--- src/rtl/dfetch_pkg.sv ---
package dfetch_pkg;
  localparam int WORD_W     = 32;
  localparam int BL_W       = 5;
  localparam int DESC_WORDS = 4;
  localparam int SOF_BIT    = 15;
  localparam int EOF_BIT    = 16;

  typedef enum logic [2:0] {
    S_IDLE, S_DREQ, S_DRSP, S_BWAIT, S_BREQ, S_BRSP
  } fetch_st_e;

  function automatic logic [BL_W-1:0] burst_words(input logic [1:0] sel);
    case (sel)
      2'd0:    return BL_W'(4);
      2'd1:    return BL_W'(8);
      default: return BL_W'(16);
    endcase
  endfunction
endpackage

--- src/rtl/dfetch_burst_sizer.sv ---
module dfetch_burst_sizer
  import dfetch_pkg::*;
#(
  parameter int LEN_W = 12
) (
  input  logic [1:0]       burst_sel,
  input  logic [LEN_W-1:0] remaining,
  output logic [BL_W-1:0]  blen
);
  logic [BL_W-1:0] full_len;
  always_comb begin
    full_len = burst_words(burst_sel);
    // final burst shrinks to whatever is left
    if (remaining < LEN_W'(full_len)) blen = remaining[BL_W-1:0];
    else                              blen = full_len;
  end
endmodule

--- src/rtl/dfetch_irq_flags.sv ---
module dfetch_irq_flags #(
  parameter int N = 3
) (
  input  logic         clk,
  input  logic         rst_n,
  input  logic [N-1:0] set_i,
  input  logic [N-1:0] clr_i,
  output logic [N-1:0] flag_o
);
  for (genvar g = 0; g < N; g++) begin : g_flag
    always_ff @(posedge clk) begin
      if (!rst_n)         flag_o[g] <= 1'b0;
      else if (set_i[g])  flag_o[g] <= 1'b1;
      else if (clr_i[g])  flag_o[g] <= 1'b0;
    end


    set_wins_chk: assert property (@(posedge clk) disable iff (!rst_n)
      set_i[g] |=> flag_o[g]);

    clear_only_chk: assert property (@(posedge clk) disable iff (!rst_n)
      (clr_i[g] && !set_i[g]) |=> !flag_o[g]);
  end
endmodule

--- src/rtl/dfetch_seq.sv ---
module dfetch_seq
  import dfetch_pkg::*;
#(
  parameter int AW     = 32,
  parameter int LEN_W  = 12,
  parameter int FREE_W = 6
) (
  input  logic              clk,
  input  logic              rst_n,
  input  logic              enable,
  input  logic [1:0]        burst_sel,
  input  logic              sof_ie,
  input  logic              eof_ie,
  input  logic              ufl_ie,
  input  logic [AW-1:0]     start_addr,
  input  logic [FREE_W-1:0] fifo_free,
  input  logic              fifo_empty,
  input  logic [BL_W-1:0]   blen,
  output logic [LEN_W-1:0]  rem_o,
  output logic              mreq_valid,
  input  logic              mreq_ready,
  output logic [AW-1:0]     mreq_addr,
  output logic [BL_W-1:0]   mreq_len,
  input  logic              rsp_valid,
  output logic              rsp_ready,
  input  logic [WORD_W-1:0] rsp_data,
  output logic              px_valid,
  input  logic              px_ready,
  output logic [WORD_W-1:0] px_data,
  output logic [AW-1:0]     desc_addr_q,
  output logic [AW-1:0]     src_addr_q,
  output logic [WORD_W-1:0] frame_id_q,
  output logic [WORD_W-1:0] cmd_q,
  output logic              busy,
  output logic              sof_set,
  output logic              eof_set,
  output logic              ufl_set
);
  fetch_st_e         state;
  logic [AW-1:0]     link_q, cur_addr;
  logic [LEN_W-1:0]  rem;
  logic [BL_W-1:0]   req_len, bcnt;
  logic [1:0]        widx;
  logic              room;

  assign rem_o = rem;
  assign room  = 32'(fifo_free) >= 32'(blen);

  always_ff @(posedge clk) begin
    if (!rst_n) begin
      state <= S_IDLE;  desc_addr_q <= '0; link_q <= '0; src_addr_q <= '0;
      frame_id_q <= '0; cmd_q <= '0; cur_addr <= '0; rem <= '0;
      req_len <= '0; bcnt <= '0; widx <= '0;
    end else begin
      case (state)
        S_IDLE: if (enable) begin
          desc_addr_q <= start_addr;
          state       <= S_DREQ;
        end
        S_DREQ: if (mreq_ready) begin
          widx  <= '0;
          state <= S_DRSP;
        end
        S_DRSP: if (rsp_valid) begin
          widx <= widx + 2'd1;
          case (widx)
            2'd0: link_q     <= rsp_data[AW-1:0];
            2'd1: src_addr_q <= rsp_data[AW-1:0];
            2'd2: frame_id_q <= rsp_data;
            default: begin
              cmd_q    <= rsp_data;
              rem      <= rsp_data[LEN_W-1:0];
              cur_addr <= src_addr_q;
              state    <= S_BWAIT;
            end
          endcase
        end
        S_BWAIT: begin
          if (rem == '0) begin
            desc_addr_q <= link_q;
            state       <= enable ? S_DREQ : S_IDLE;
          end else if (room) begin
            req_len <= blen;
            state   <= S_BREQ;
          end
        end
        S_BREQ: if (mreq_ready) begin
          bcnt  <= req_len;
          state <= S_BRSP;
        end
        S_BRSP: if (rsp_valid && px_ready) begin
          cur_addr <= cur_addr + AW'(4);
          rem      <= rem - LEN_W'(1);
          bcnt     <= bcnt - BL_W'(1);
          if (bcnt == BL_W'(1)) state <= S_BWAIT;
        end
        default: state <= S_IDLE;
      endcase
    end
  end

  always_comb begin
    mreq_valid = (state == S_DREQ) || (state == S_BREQ);
    mreq_addr  = (state == S_DREQ) ? desc_addr_q : cur_addr;
    mreq_len   = (state == S_DREQ) ? BL_W'(DESC_WORDS) : req_len;
    rsp_ready  = (state == S_DRSP) || ((state == S_BRSP) && px_ready);
    px_valid   = (state == S_BRSP) && rsp_valid;
    px_data    = rsp_data;
    busy       = state != S_IDLE;
    sof_set    = (state == S_DRSP) && rsp_valid && (widx == 2'd3)
                 && rsp_data[SOF_BIT] && sof_ie;
    eof_set    = (state == S_BWAIT) && (rem == '0) && cmd_q[EOF_BIT] && eof_ie;
    ufl_set    = ufl_ie && fifo_empty && (rem != '0) &&
                 ((state == S_BWAIT) || (state == S_BREQ) || (state == S_BRSP));
  end


  req_hold_chk: assert property (@(posedge clk) disable iff (!rst_n)
    (mreq_valid && !mreq_ready) |=> (mreq_valid && $stable(mreq_addr) && $stable(mreq_len)));

  room_chk: assert property (@(posedge clk) disable iff (!rst_n)
    (state == S_BREQ && $past(state) == S_BWAIT) |-> 32'($past(fifo_free)) >= 32'(mreq_len));

  burst_cap_chk: assert property (@(posedge clk) disable iff (!rst_n)
    (state == S_BREQ) |-> (mreq_len != '0 && mreq_len <= burst_words(burst_sel)));

  desc_order_chk: assert property (@(posedge clk) disable iff (!rst_n)
    (state == S_DREQ) |-> (rem == '0));
endmodule

--- src/rtl/dfetch_top.sv ---
module dfetch_top
  import dfetch_pkg::*;
#(
  parameter int AW     = 32,
  parameter int LEN_W  = 12,
  parameter int FREE_W = 6
) (
  input  logic              clk,
  input  logic              rst_n,
  input  logic              enable,
  input  logic [1:0]        burst_sel,
  input  logic              sof_ie,
  input  logic              eof_ie,
  input  logic              ufl_ie,
  input  logic [AW-1:0]     start_addr,
  input  logic [FREE_W-1:0] fifo_free,
  input  logic              fifo_empty,
  input  logic              clr_sof,
  input  logic              clr_eof,
  input  logic              clr_ufl,
  output logic              mreq_valid,
  input  logic              mreq_ready,
  output logic [AW-1:0]     mreq_addr,
  output logic [4:0]        mreq_len,
  input  logic              rsp_valid,
  output logic              rsp_ready,
  input  logic [31:0]       rsp_data,
  output logic              px_valid,
  input  logic              px_ready,
  output logic [31:0]       px_data,
  output logic [AW-1:0]     desc_addr_q,
  output logic [AW-1:0]     src_addr_q,
  output logic [31:0]       frame_id_q,
  output logic [31:0]       cmd_q,
  output logic              busy,
  output logic              sof_flag,
  output logic              eof_flag,
  output logic              ufl_flag
);
  logic [BL_W-1:0]  blen;
  logic [LEN_W-1:0] rem;
  logic             sof_set, eof_set, ufl_set;
  logic [2:0]       flags;

  dfetch_burst_sizer #(.LEN_W(LEN_W)) u_sizer (
    .burst_sel(burst_sel), .remaining(rem), .blen(blen)
  );

  dfetch_seq #(.AW(AW), .LEN_W(LEN_W), .FREE_W(FREE_W)) u_seq (
    .clk(clk), .rst_n(rst_n), .enable(enable), .burst_sel(burst_sel),
    .sof_ie(sof_ie), .eof_ie(eof_ie), .ufl_ie(ufl_ie), .start_addr(start_addr),
    .fifo_free(fifo_free), .fifo_empty(fifo_empty), .blen(blen), .rem_o(rem),
    .mreq_valid(mreq_valid), .mreq_ready(mreq_ready), .mreq_addr(mreq_addr),
    .mreq_len(mreq_len), .rsp_valid(rsp_valid), .rsp_ready(rsp_ready),
    .rsp_data(rsp_data), .px_valid(px_valid), .px_ready(px_ready),
    .px_data(px_data), .desc_addr_q(desc_addr_q), .src_addr_q(src_addr_q),
    .frame_id_q(frame_id_q), .cmd_q(cmd_q), .busy(busy),
    .sof_set(sof_set), .eof_set(eof_set), .ufl_set(ufl_set)
  );

  dfetch_irq_flags #(.N(3)) u_flags (
    .clk(clk), .rst_n(rst_n),
    .set_i({ufl_set, eof_set, sof_set}),
    .clr_i({clr_ufl, clr_eof, clr_sof}),
    .flag_o(flags)
  );

  assign sof_flag = flags[0];
  assign eof_flag = flags[1];
  assign ufl_flag = flags[2];
endmodule

--- config.mk ---
export PLATFORM = sky130hd
export DESIGN_NAME = dfetch_top
export DESIGN_NICKNAME = d
export VERILOG_FILES = /design/src/rtl/dfetch_pkg.sv /design/src/rtl/dfetch_burst_sizer.sv /design/src/rtl/dfetch_irq_flags.sv /design/src/rtl/dfetch_seq.sv /design/src/rtl/dfetch_top.sv
export SDC_FILE = /design/constraint.sdc
export NUM_CORES = 1
export LEC_CHECK = 0
export ABC_AREA = 0
export BUFFER_PORTS_ARGS = -buffer_cell sky130_fd_sc_hd__buf_2
export CAP_MARGIN = 0
export CORE_MARGIN = 1.5
export CORE_UTILIZATION = 48
export DETAILED_ROUTE_END_ITERATION = 7
export PLACE_DENSITY = 0.81
export SETUP_SLACK_MARGIN = 0.15
export SYNTH_ARGS = -nofsm -noshare
export SYNTH_HDL_FRONTEND = slang
export SYNTH_SLANG_ARGS = --single-unit
--- constraint.sdc ---
create_clock -name clk -period 2.6 [get_ports clk]
set_input_delay 0.26 -clock clk [delete_from_list [all_inputs] [get_ports clk]]
set_output_delay 0.26 -clock clk [all_outputs]
set_load 0.02 [all_outputs]
==> impl_table.tex, run 1 <==
\begin{tabular}{lr}
\hline
Metric & Value \\
\hline
\multicolumn{2}{l}{\textbf{Synthesis}} \\
Ranking of synthesized cells by area & dfxtp\_1 43\%, nand2\_1 11\%, a21oi\_1 8.7\% \\
Post-synthesis sequential area ratio & 42.6\% \\
Commonest register cell after synthesis & dfxtp\_1 \\
Post-Syn Area per Cell & 7.95 um2 \\
Instance count of the mapped netlist & 1312 \\
Async S/R FF share, synth & 0\% \\
Yosys top cell area share & 42.6\% \\
Cell taking the most area after synthesis & dfxtp\_1 \\
Synthesized netlist net count & 1413 \\
Synthesis warning total & 0 \\
Post-synthesis instance area & 10400 um2 \\
Synth unique cells & 69 \\
Flip-flop and latch count after synthesis & 222 \\
Post-synth EDFFs & 0 \\
\multicolumn{2}{l}{\textbf{Die}} \\
Placement Rows & 53 \\
Die Wd & 150 um \\
IO Count & 289 \\
Core Footprint & 21200 um2 \\
Die Y-Extent & 150 um \\
Die Footprint & 22600 um2 \\
Initial core utilization & 49.3\% \\
\multicolumn{2}{l}{\textbf{Pwr}} \\
Cell Pwr Density & 796 nW/um2 \\
Clock network fraction of total power & 34.8\% \\
Combinational share of power & 27.6\% \\
Highest ir drop seen on vdd & 473 uV \\
Post-layout power & 10500 uW \\
Standby leakage power & 0.00564 uW \\
Cell internal pwr & 7030 uW \\
Switching power share of the total & 33.0\% \\
Net switching power figure & 3460 uW \\
Fraction of power consumed by sequential logic & 37.6\% \\
\multicolumn{2}{l}{\textbf{Timing}} \\
Min Tclk post-route & 2530 ps \\
Total setup violations reported at the end of the flow & 0 \\
Transition time of the tightest slew-check pin & 900 ps \\
Remaining max-slew budget at the tightest pin & 40.0\% \\
Highest achievable clock rate & 395 MHz \\
RSZ-0062 raised after global routing & true \\
Final Hold Vio Count & 0 \\
Final worst-path cycle share & 97.3\% \\
Final slew viol count & 0 \\
Clock skew after layout & 31.1 ps \\
\multicolumn{2}{l}{\textbf{Clock tree}} \\
Maximum buffer depth of the clock tree & 3 \\
Sinks on Clock Net & 222 \\
TritonCTS clock tree & done \\
Htree depth & 1 \\
Later-pin clock latency in the skew report & 540 ps \\
Number of buffers created by CTS & 24 \\
Buffer cell driving the clock tree root & clkbuf\_16 \\
Clock slew seen by the registers of the worst setup and hold paths & 60 ps \\
\multicolumn{2}{l}{\textbf{Critical path}} \\
Critical Path End Type & flip-flop \\
Worst EP required & 3040 ps \\
Longest individual stage delay on the worst path & 400 ps \\
Most common cell type on the critical path & ha\_4 \\
Startpoint type of the worst setup path & flip-flop \\
Crit path kind & reg -> reg \\
Maximum fanout along the worst path & 5 \\
Slowest cell on the critical path & or4\_1 \\
Arrival time of the worst setup path & 2970 ps \\
Ordered cell list for the critical path & ha\_4 > o21ai\_2 > a21oi\_2 > or2\_4 > mux2\_4 > ha\_4 > nand2\_4 > o21a\_1 > or4\_1 > a21oi\_1 \\
\multicolumn{2}{l}{\textbf{Min path}} \\
Hold/Removal Path Class & in -> reg \\
\multicolumn{2}{l}{\textbf{Route}} \\
Vias & 10700 \\
Mean number of vias per cell & 5.80 \\
Iter 0 DRT Violations & 838 \\
Antenna-violating nets left & 0 \\
DRC viols & 0 \\
Wire length reported by the detailed router & 36400 um \\
Routed len/inst & 19.8 um \\
DRT Pass-1 Iters & 6 \\
\multicolumn{2}{l}{\textbf{Final layout}} \\
Fraction of layout instances using a drive strength above 1 & 29.9\% \\
P\&R area growth vs syn & 26.3\% \\
Number of antenna diodes & 0 \\
Final Net Count & 1649 \\
Non-filler cells in the finished layout & 1840 \\
\multicolumn{2}{l}{\textbf{Placed design}} \\
RePlAce Congestion & 0.884 \\
Port Buffer Count & 288 \\
Dpl hpwl & 23900 um \\
Cell total after placement & 1780 \\
\multicolumn{2}{l}{\textbf{GRT}} \\
Largest net degree at the start of global routing & 199 \\
Global routing usage summed across all routing layers & 30.3\% \\
Global-route wire length before repair & 53300 um \\
Vias in the first global route & 9833 \\
Gr ovfl total & 0 \\
Initial antenna violation count & 0 \\
\multicolumn{2}{l}{\textbf{Status}} \\
Result of the run & finished, final reports clean \\
\multicolumn{2}{l}{\textbf{Job}} \\
Max Cap Violations & 0 \\
\hline
\end{tabular}
per-stage QoR:
stage	cell area, um2	util [%]	TNS, ps	hold slack, ps	worst slack, ps
floorplan	10500	-	0	396	69.0
global placement	12000	56.7	-36.2	438	-21.9
detailed placement	12000	56.7	-263	445	-84.0
CTS	13000	61.6	0	5.41	88.9
global route	13200	62.3	-48.4	11.8	-17.5
finish	13200	62.3	0	12.8	69.0
power groups by stage:
stage	Combinational [uW]	Sequential [uW]	Clock, uW
CTS	2720	3930	3690
global route	3090	3970	3850
floorplan	1590	4160	0
detailed placement	2570	4020	0
finish	2890	3940	3650
global placement	2510	4010	0
cells in the final DEF, fill, tap and decap left out, types with 6 or more instances in the layout:
cell,n
and2_1,6
a21oi_1,179
dfxtp_1,216
nand2b_1,6
mux2i_1,34
a311oi_1,7
inv_1,17
buf_4,40
or3_1,6
o21a_1,7
o22ai_1,6
o21ai_0,27
a31oi_1,12
buf_2,288
nand3_1,19
nand4_1,20
nor2_1,89
ha_1,11
nand2_1,305
nor2b_1,6
clkbuf_16,25
o221a_2,8
and3_1,11
a21o_1,7
nor3_1,8
a211oi_1,37
mux2_2,29
worst max-delay path: cells and delay by family, from the launching register on:
kind | cells | cell delay [ps]
AND/OR/NAND/NOR | 3 | 740
AO/OA/AOI/OAI | 4 | 520
adder cells (fa/ha/maj) | 2 | 510
flip-flops | 1 | 350
multiplexers | 1 | 330
flip-flops by register name, summed over array words and instances (netlist names):
register           cells
u_flags.flag_o         3
u_seq.bcnt             5
u_seq.cmd_q           32
u_seq.cur_addr        32
u_seq.desc_addr_q     32
u_seq.frame_id_q      32
u_seq.link_q          32
u_seq.rem_o           12
u_seq.req_len          5
u_seq.src_addr_q      32
u_seq.state            3
u_seq.widx             2
cell type report:
cell class,count,area [um2]
Clock inverter,13,198
Timing Repair Buffer,342,1970
Sequential cell,222,4460
Clock buffer,30,663
Fill cell,1830,7990
Multi-Input combinational cell,939,5460
Inverter,19,76.3
Tap cell,275,344
final timing paths:
kind	slack [ps]	startpoint	cells past startpoint	end
worst min register to register	450	u_seq.link_q[30]$_SDFFE_PN0P_	2	u_seq.link_q[30]$_SDFFE_PN0P_
worst max-delay path	70	u_seq.rem_o[3]$_SDFFE_PN0P_	10	u_seq.req_len[0]$_SDFFE_PN0P_
worst min-delay path	10	eof_ie	3	u_flags.flag_o[1]$_SDFFE_PN0P_
worst max register to register	70	u_seq.rem_o[3]$_SDFFE_PN0P_	10	u_seq.req_len[0]$_SDFFE_PN0P_
metal layers:
| layer | global-route usage, % | wire, um | vias up |
|---|---|---|---|
| met5 | 0 | 0 | - |
| met4 | 11.9 | 1460 | 0 |
| met3 | 5.91 | 3280 | 94 |
| met2 | 50.1 | 17500 | 550 |
| met1 | 38.7 | 14200 | 5037 |
| li1 | - | - | 5000 |
cell usage after synthesis, types with 8 or more instances:
library cell  instances
inv_1                18
and3_1               12
ha_1                 16
o21ai_0              30
nand3_1              21
mux2i_1              35
a21oi_1             182
o221a_2               8
nand4_1              20
nor3_1               10
buf_4                36
a31oi_1              13
mux2_2               30
buf_2                19
nand2_1             307
clkbuf_1             73
dfxtp_1             222
a211oi_1             38
nor2_1               90
cells by family (layout without fill, tap and decap cells):
| family | after synthesis | count (layout) | share of synthesized area [%] |
|---|---|---|---|
| flops | 222 | 222 | 42.6 |
| mux | 65 | 65 | 6.60 |
| compound gates | 339 | 339 | 19.8 |
| xor+xnor | 1 | 1 | 0.0840 |
| simple gates | 518 | 518 | 21.8 |
| buf+inv | 151 | 404 | 7.12 |
| fa+ha+maj | 16 | 16 | 1.92 |
what timing repair did:
action                                 CTS  global route
cloned                                   1             1
endpoints found under the hold margin   10             0
setup endpoints to repair               39            35
pin swaps                               14            11
gates resized for setup                 15            11
hold buffers                             5             0
buffers inserted                         6             4
No activity file was read; power rests on OpenSTA's default activity.
==> run 2, diff against run 1 <==
MAX_ROUTING_LAYER = met4   (was not set)
==> impl_table.tex, run 2 (synthesis gave the netlist of run 1 again) <==
\begin{tabular}{lr}
\hline
Metric & Value \\
\hline
\multicolumn{2}{l}{\textbf{Status}} \\
Result of the run & finished, final reports clean \\
\multicolumn{2}{l}{\textbf{Critical path}} \\
Maximum fanout along the worst path & 7 \\
Slowest cell on the critical path & dfxtp\_4 \\
Critical path launch point & u\_seq.rem\_o[3]\$\_SDFFE\_PN0P\_ \\
Crit path kind & reg -> reg \\
Cells on worst reg2reg path & 10 \\
R2r startpoint & u\_seq.rem\_o[3]\$\_SDFFE\_PN0P\_ \\
Critical Path End Type & flip-flop \\
Longest individual stage delay on the worst path & 350 ps \\
Register-to-register path setup slack & 70 ps \\
Arrival time of the worst setup path & 2920 ps \\
Top cell family by delay on the critical path & compound AO/OA/AOI/OAI gates \\
Worst EP required & 2990 ps \\
Number of buffers and inverters on the critical path & 0 \\
Critical R2R Capture & u\_seq.state[1]\$\_SDFFE\_PN0P\_ \\
Startpoint type of the worst setup path & flip-flop \\
Ordered cell list for the critical path & ha\_4 > o21ai\_2 > a21oi\_2 > or2\_4 > mux2\_4 > ha\_4 > nand2\_4 > o21ai\_4 > o21ai\_2 > o311a\_1 \\
\multicolumn{2}{l}{\textbf{Timing}} \\
Remaining max-slew budget at the tightest pin & 37.7\% \\
Clock skew after layout & 29.2 ps \\
Total setup violations reported at the end of the flow & 0 \\
Setup total negative slack & 0 ps \\
RSZ-0062 raised after global routing & true \\
Final slew viol count & 0 \\
Highest achievable clock rate & 395 MHz \\
Final worst-path cycle share & 97.5\% \\
Transition time of the tightest slew-check pin & 934 ps \\
Min Tclk post-route & 2530 ps \\
Final Hold Vio Count & 0 \\
Worst Hold Margin & 12.3 ps \\
\multicolumn{2}{l}{\textbf{Route}} \\
Highest metal used & met4 \\
DRT Pass-1 Iters & 5 \\
Wire length reported by the detailed router & 36300 um \\
Met2 Routed Length & 17500 um \\
Iter 0 DRT Violations & 896 \\
Total length of routed met3 wires & 2880 um \\
DRC viols & 0 \\
Antenna-violating nets left & 0 \\
Routed len/inst & 19.7 um \\
Mean number of vias per cell & 5.81 \\
Vias & 10700 \\
Detailed-routing wirelength on met1 & 14600 um \\
\multicolumn{2}{l}{\textbf{Die}} \\
Initial core utilization & 49.3\% \\
Die Wd & 150 um \\
IO Count & 289 \\
Placement Rows & 53 \\
Core Footprint & 21200 um2 \\
Die Footprint & 22600 um2 \\
Die Y-Extent & 150 um \\
\multicolumn{2}{l}{\textbf{Min path}} \\
Hold/Removal Path Class & in -> reg \\
Number of cells on the worst hold path & 3 \\
Worst hold path startpoint & eof\_ie \\
Worst Hold End & u\_flags.flag\_o[1]\$\_SDFFE\_PN0P\_ \\
\multicolumn{2}{l}{\textbf{Clock tree}} \\
Number of buffers created by CTS & 24 \\
Buffer cell driving the clock tree root & clkbuf\_16 \\
Maximum buffer depth of the clock tree & 3 \\
Sinks on Clock Net & 222 \\
Htree depth & 1 \\
TritonCTS clock tree & done \\
Clock slew seen by the registers of the worst setup and hold paths & 60 ps \\
Later-pin clock latency in the skew report & 540 ps \\
\multicolumn{2}{l}{\textbf{Final layout}} \\
Number of antenna diodes & 0 \\
P\&R area growth vs syn & 26.4\% \\
Leading cell types in the layout, fill and taps excluded & 305 x nand2\_1, 288 x buf\_2, 216 x dfxtp\_1 \\
Fillers & 1830 \\
Final Net Count & 1650 \\
Fraction of layout instances using a drive strength above 1 & 29.9\% \\
Most common library cell in the layout ignoring fill and taps & nand2\_1 \\
Final Instance Area & 13200 um2 \\
\multicolumn{2}{l}{\textbf{Job}} \\
Max Cap Violations & 0 \\
\multicolumn{2}{l}{\textbf{Placed design}} \\
RePlAce Congestion & 0.899 \\
Cell area after placement & 12000 um2 \\
Port Buffer Count & 288 \\
Dpl hpwl & 23900 um \\
\multicolumn{2}{l}{\textbf{Pwr}} \\
Cell Pwr Density & 796 nW/um2 \\
Post-layout power & 10500 uW \\
Standby leakage power & 0.00564 uW \\
Highest ir drop seen on vdd & 476 uV \\
\multicolumn{2}{l}{\textbf{GRT}} \\
Initial antenna violation count & 0 \\
Gr ovfl total & 0 \\
Global-route wire length before repair & 53200 um \\
Vias in the first global route & 9824 \\
Global routing usage summed across all routing layers & 31.1\% \\
Largest net degree at the start of global routing & 199 \\
\hline
\end{tabular}
[run 2: cell count changes in the layout (fill, tap and decap cells not counted)]
cell,delta
buf_4,+1
[run 2: per-stage QoR]
stage | setup slack, ps | utilization [%] | std cells
2_1_floorplan | 69.0 | - | 1312
3_3_place_gp | -21.9 | 56.7 | 1780
3_5_place_dp | -84.0 | 56.7 | 1780
4_1_cts | 88.9 | 61.6 | 1835
5_1_grt | -18.7 | 62.3 | 1841
6_report | 66.1 | 62.3 | 1841
[run 2: timing repair]
action,4_1_cts,5_1_grt
setup buffers,6,5
setup endpoints to repair,39,35
pin swaps,14,12
gates cloned,1,1
hold endpoints to repair,10,0
gates resized for setup,15,11
hold buffers,5,0
[run 2: cell type report]
type / count / area [um2] / share of cell area, %
multi-input cells: 939 / 5460 / 41.4
flip-flops and latches: 222 / 4460 / 33.8
repair buffers: 343 / 1980 / 15.0
clock buffers: 30 / 663 / 5.03
well taps: 275 / 344 / 2.61
clock inverters: 13 / 198 / 1.50
inverters: 19 / 76.3 / 0.579
[run 2: how the worst max path moves through the flow]
stage / cells past startpoint / end
4_1_cts: 11 / u_seq.req_len[0]$_SDFFE_PN0P_
6_report: 10 / u_seq.state[1]$_SDFFE_PN0P_
5_1_grt: 10 / u_seq.req_len[0]$_SDFFE_PN0P_
3_3_place_gp: 13 / u_seq.req_len[0]$_SDFFE_PN0P_
2_1_floorplan: 11 / u_seq.req_len[0]$_SDFFE_PN0P_
3_5_place_dp: 13 / u_seq.state[1]$_SDFFE_PN0P_
[run 2: power breakdown]
group	internal (uW)	total (uW)	switching, uW
registers	3690	3940	250
logic	1120	2900	1780
clock network	2220	3650	1430
total	7030	10500	3460
[run 2: worst register-to-register path, stage by stage, from the launching register on]
cell and delay (ps):
dfxtp_4 350, ha_4 230, o21ai_2 130, a21oi_2 60
or2_4 290, mux2_4 340, ha_4 280, nand2_4 50
o21ai_4 230, o21ai_2 120, o311a_1 330
[run 2: layer usage]
layer	global-route usage (%)	vias to the layer above
met4	11.7	0
met2	50.4	532
li1	-	5001
met3	4.94	90
met5	-	-
met1	39.0	5080
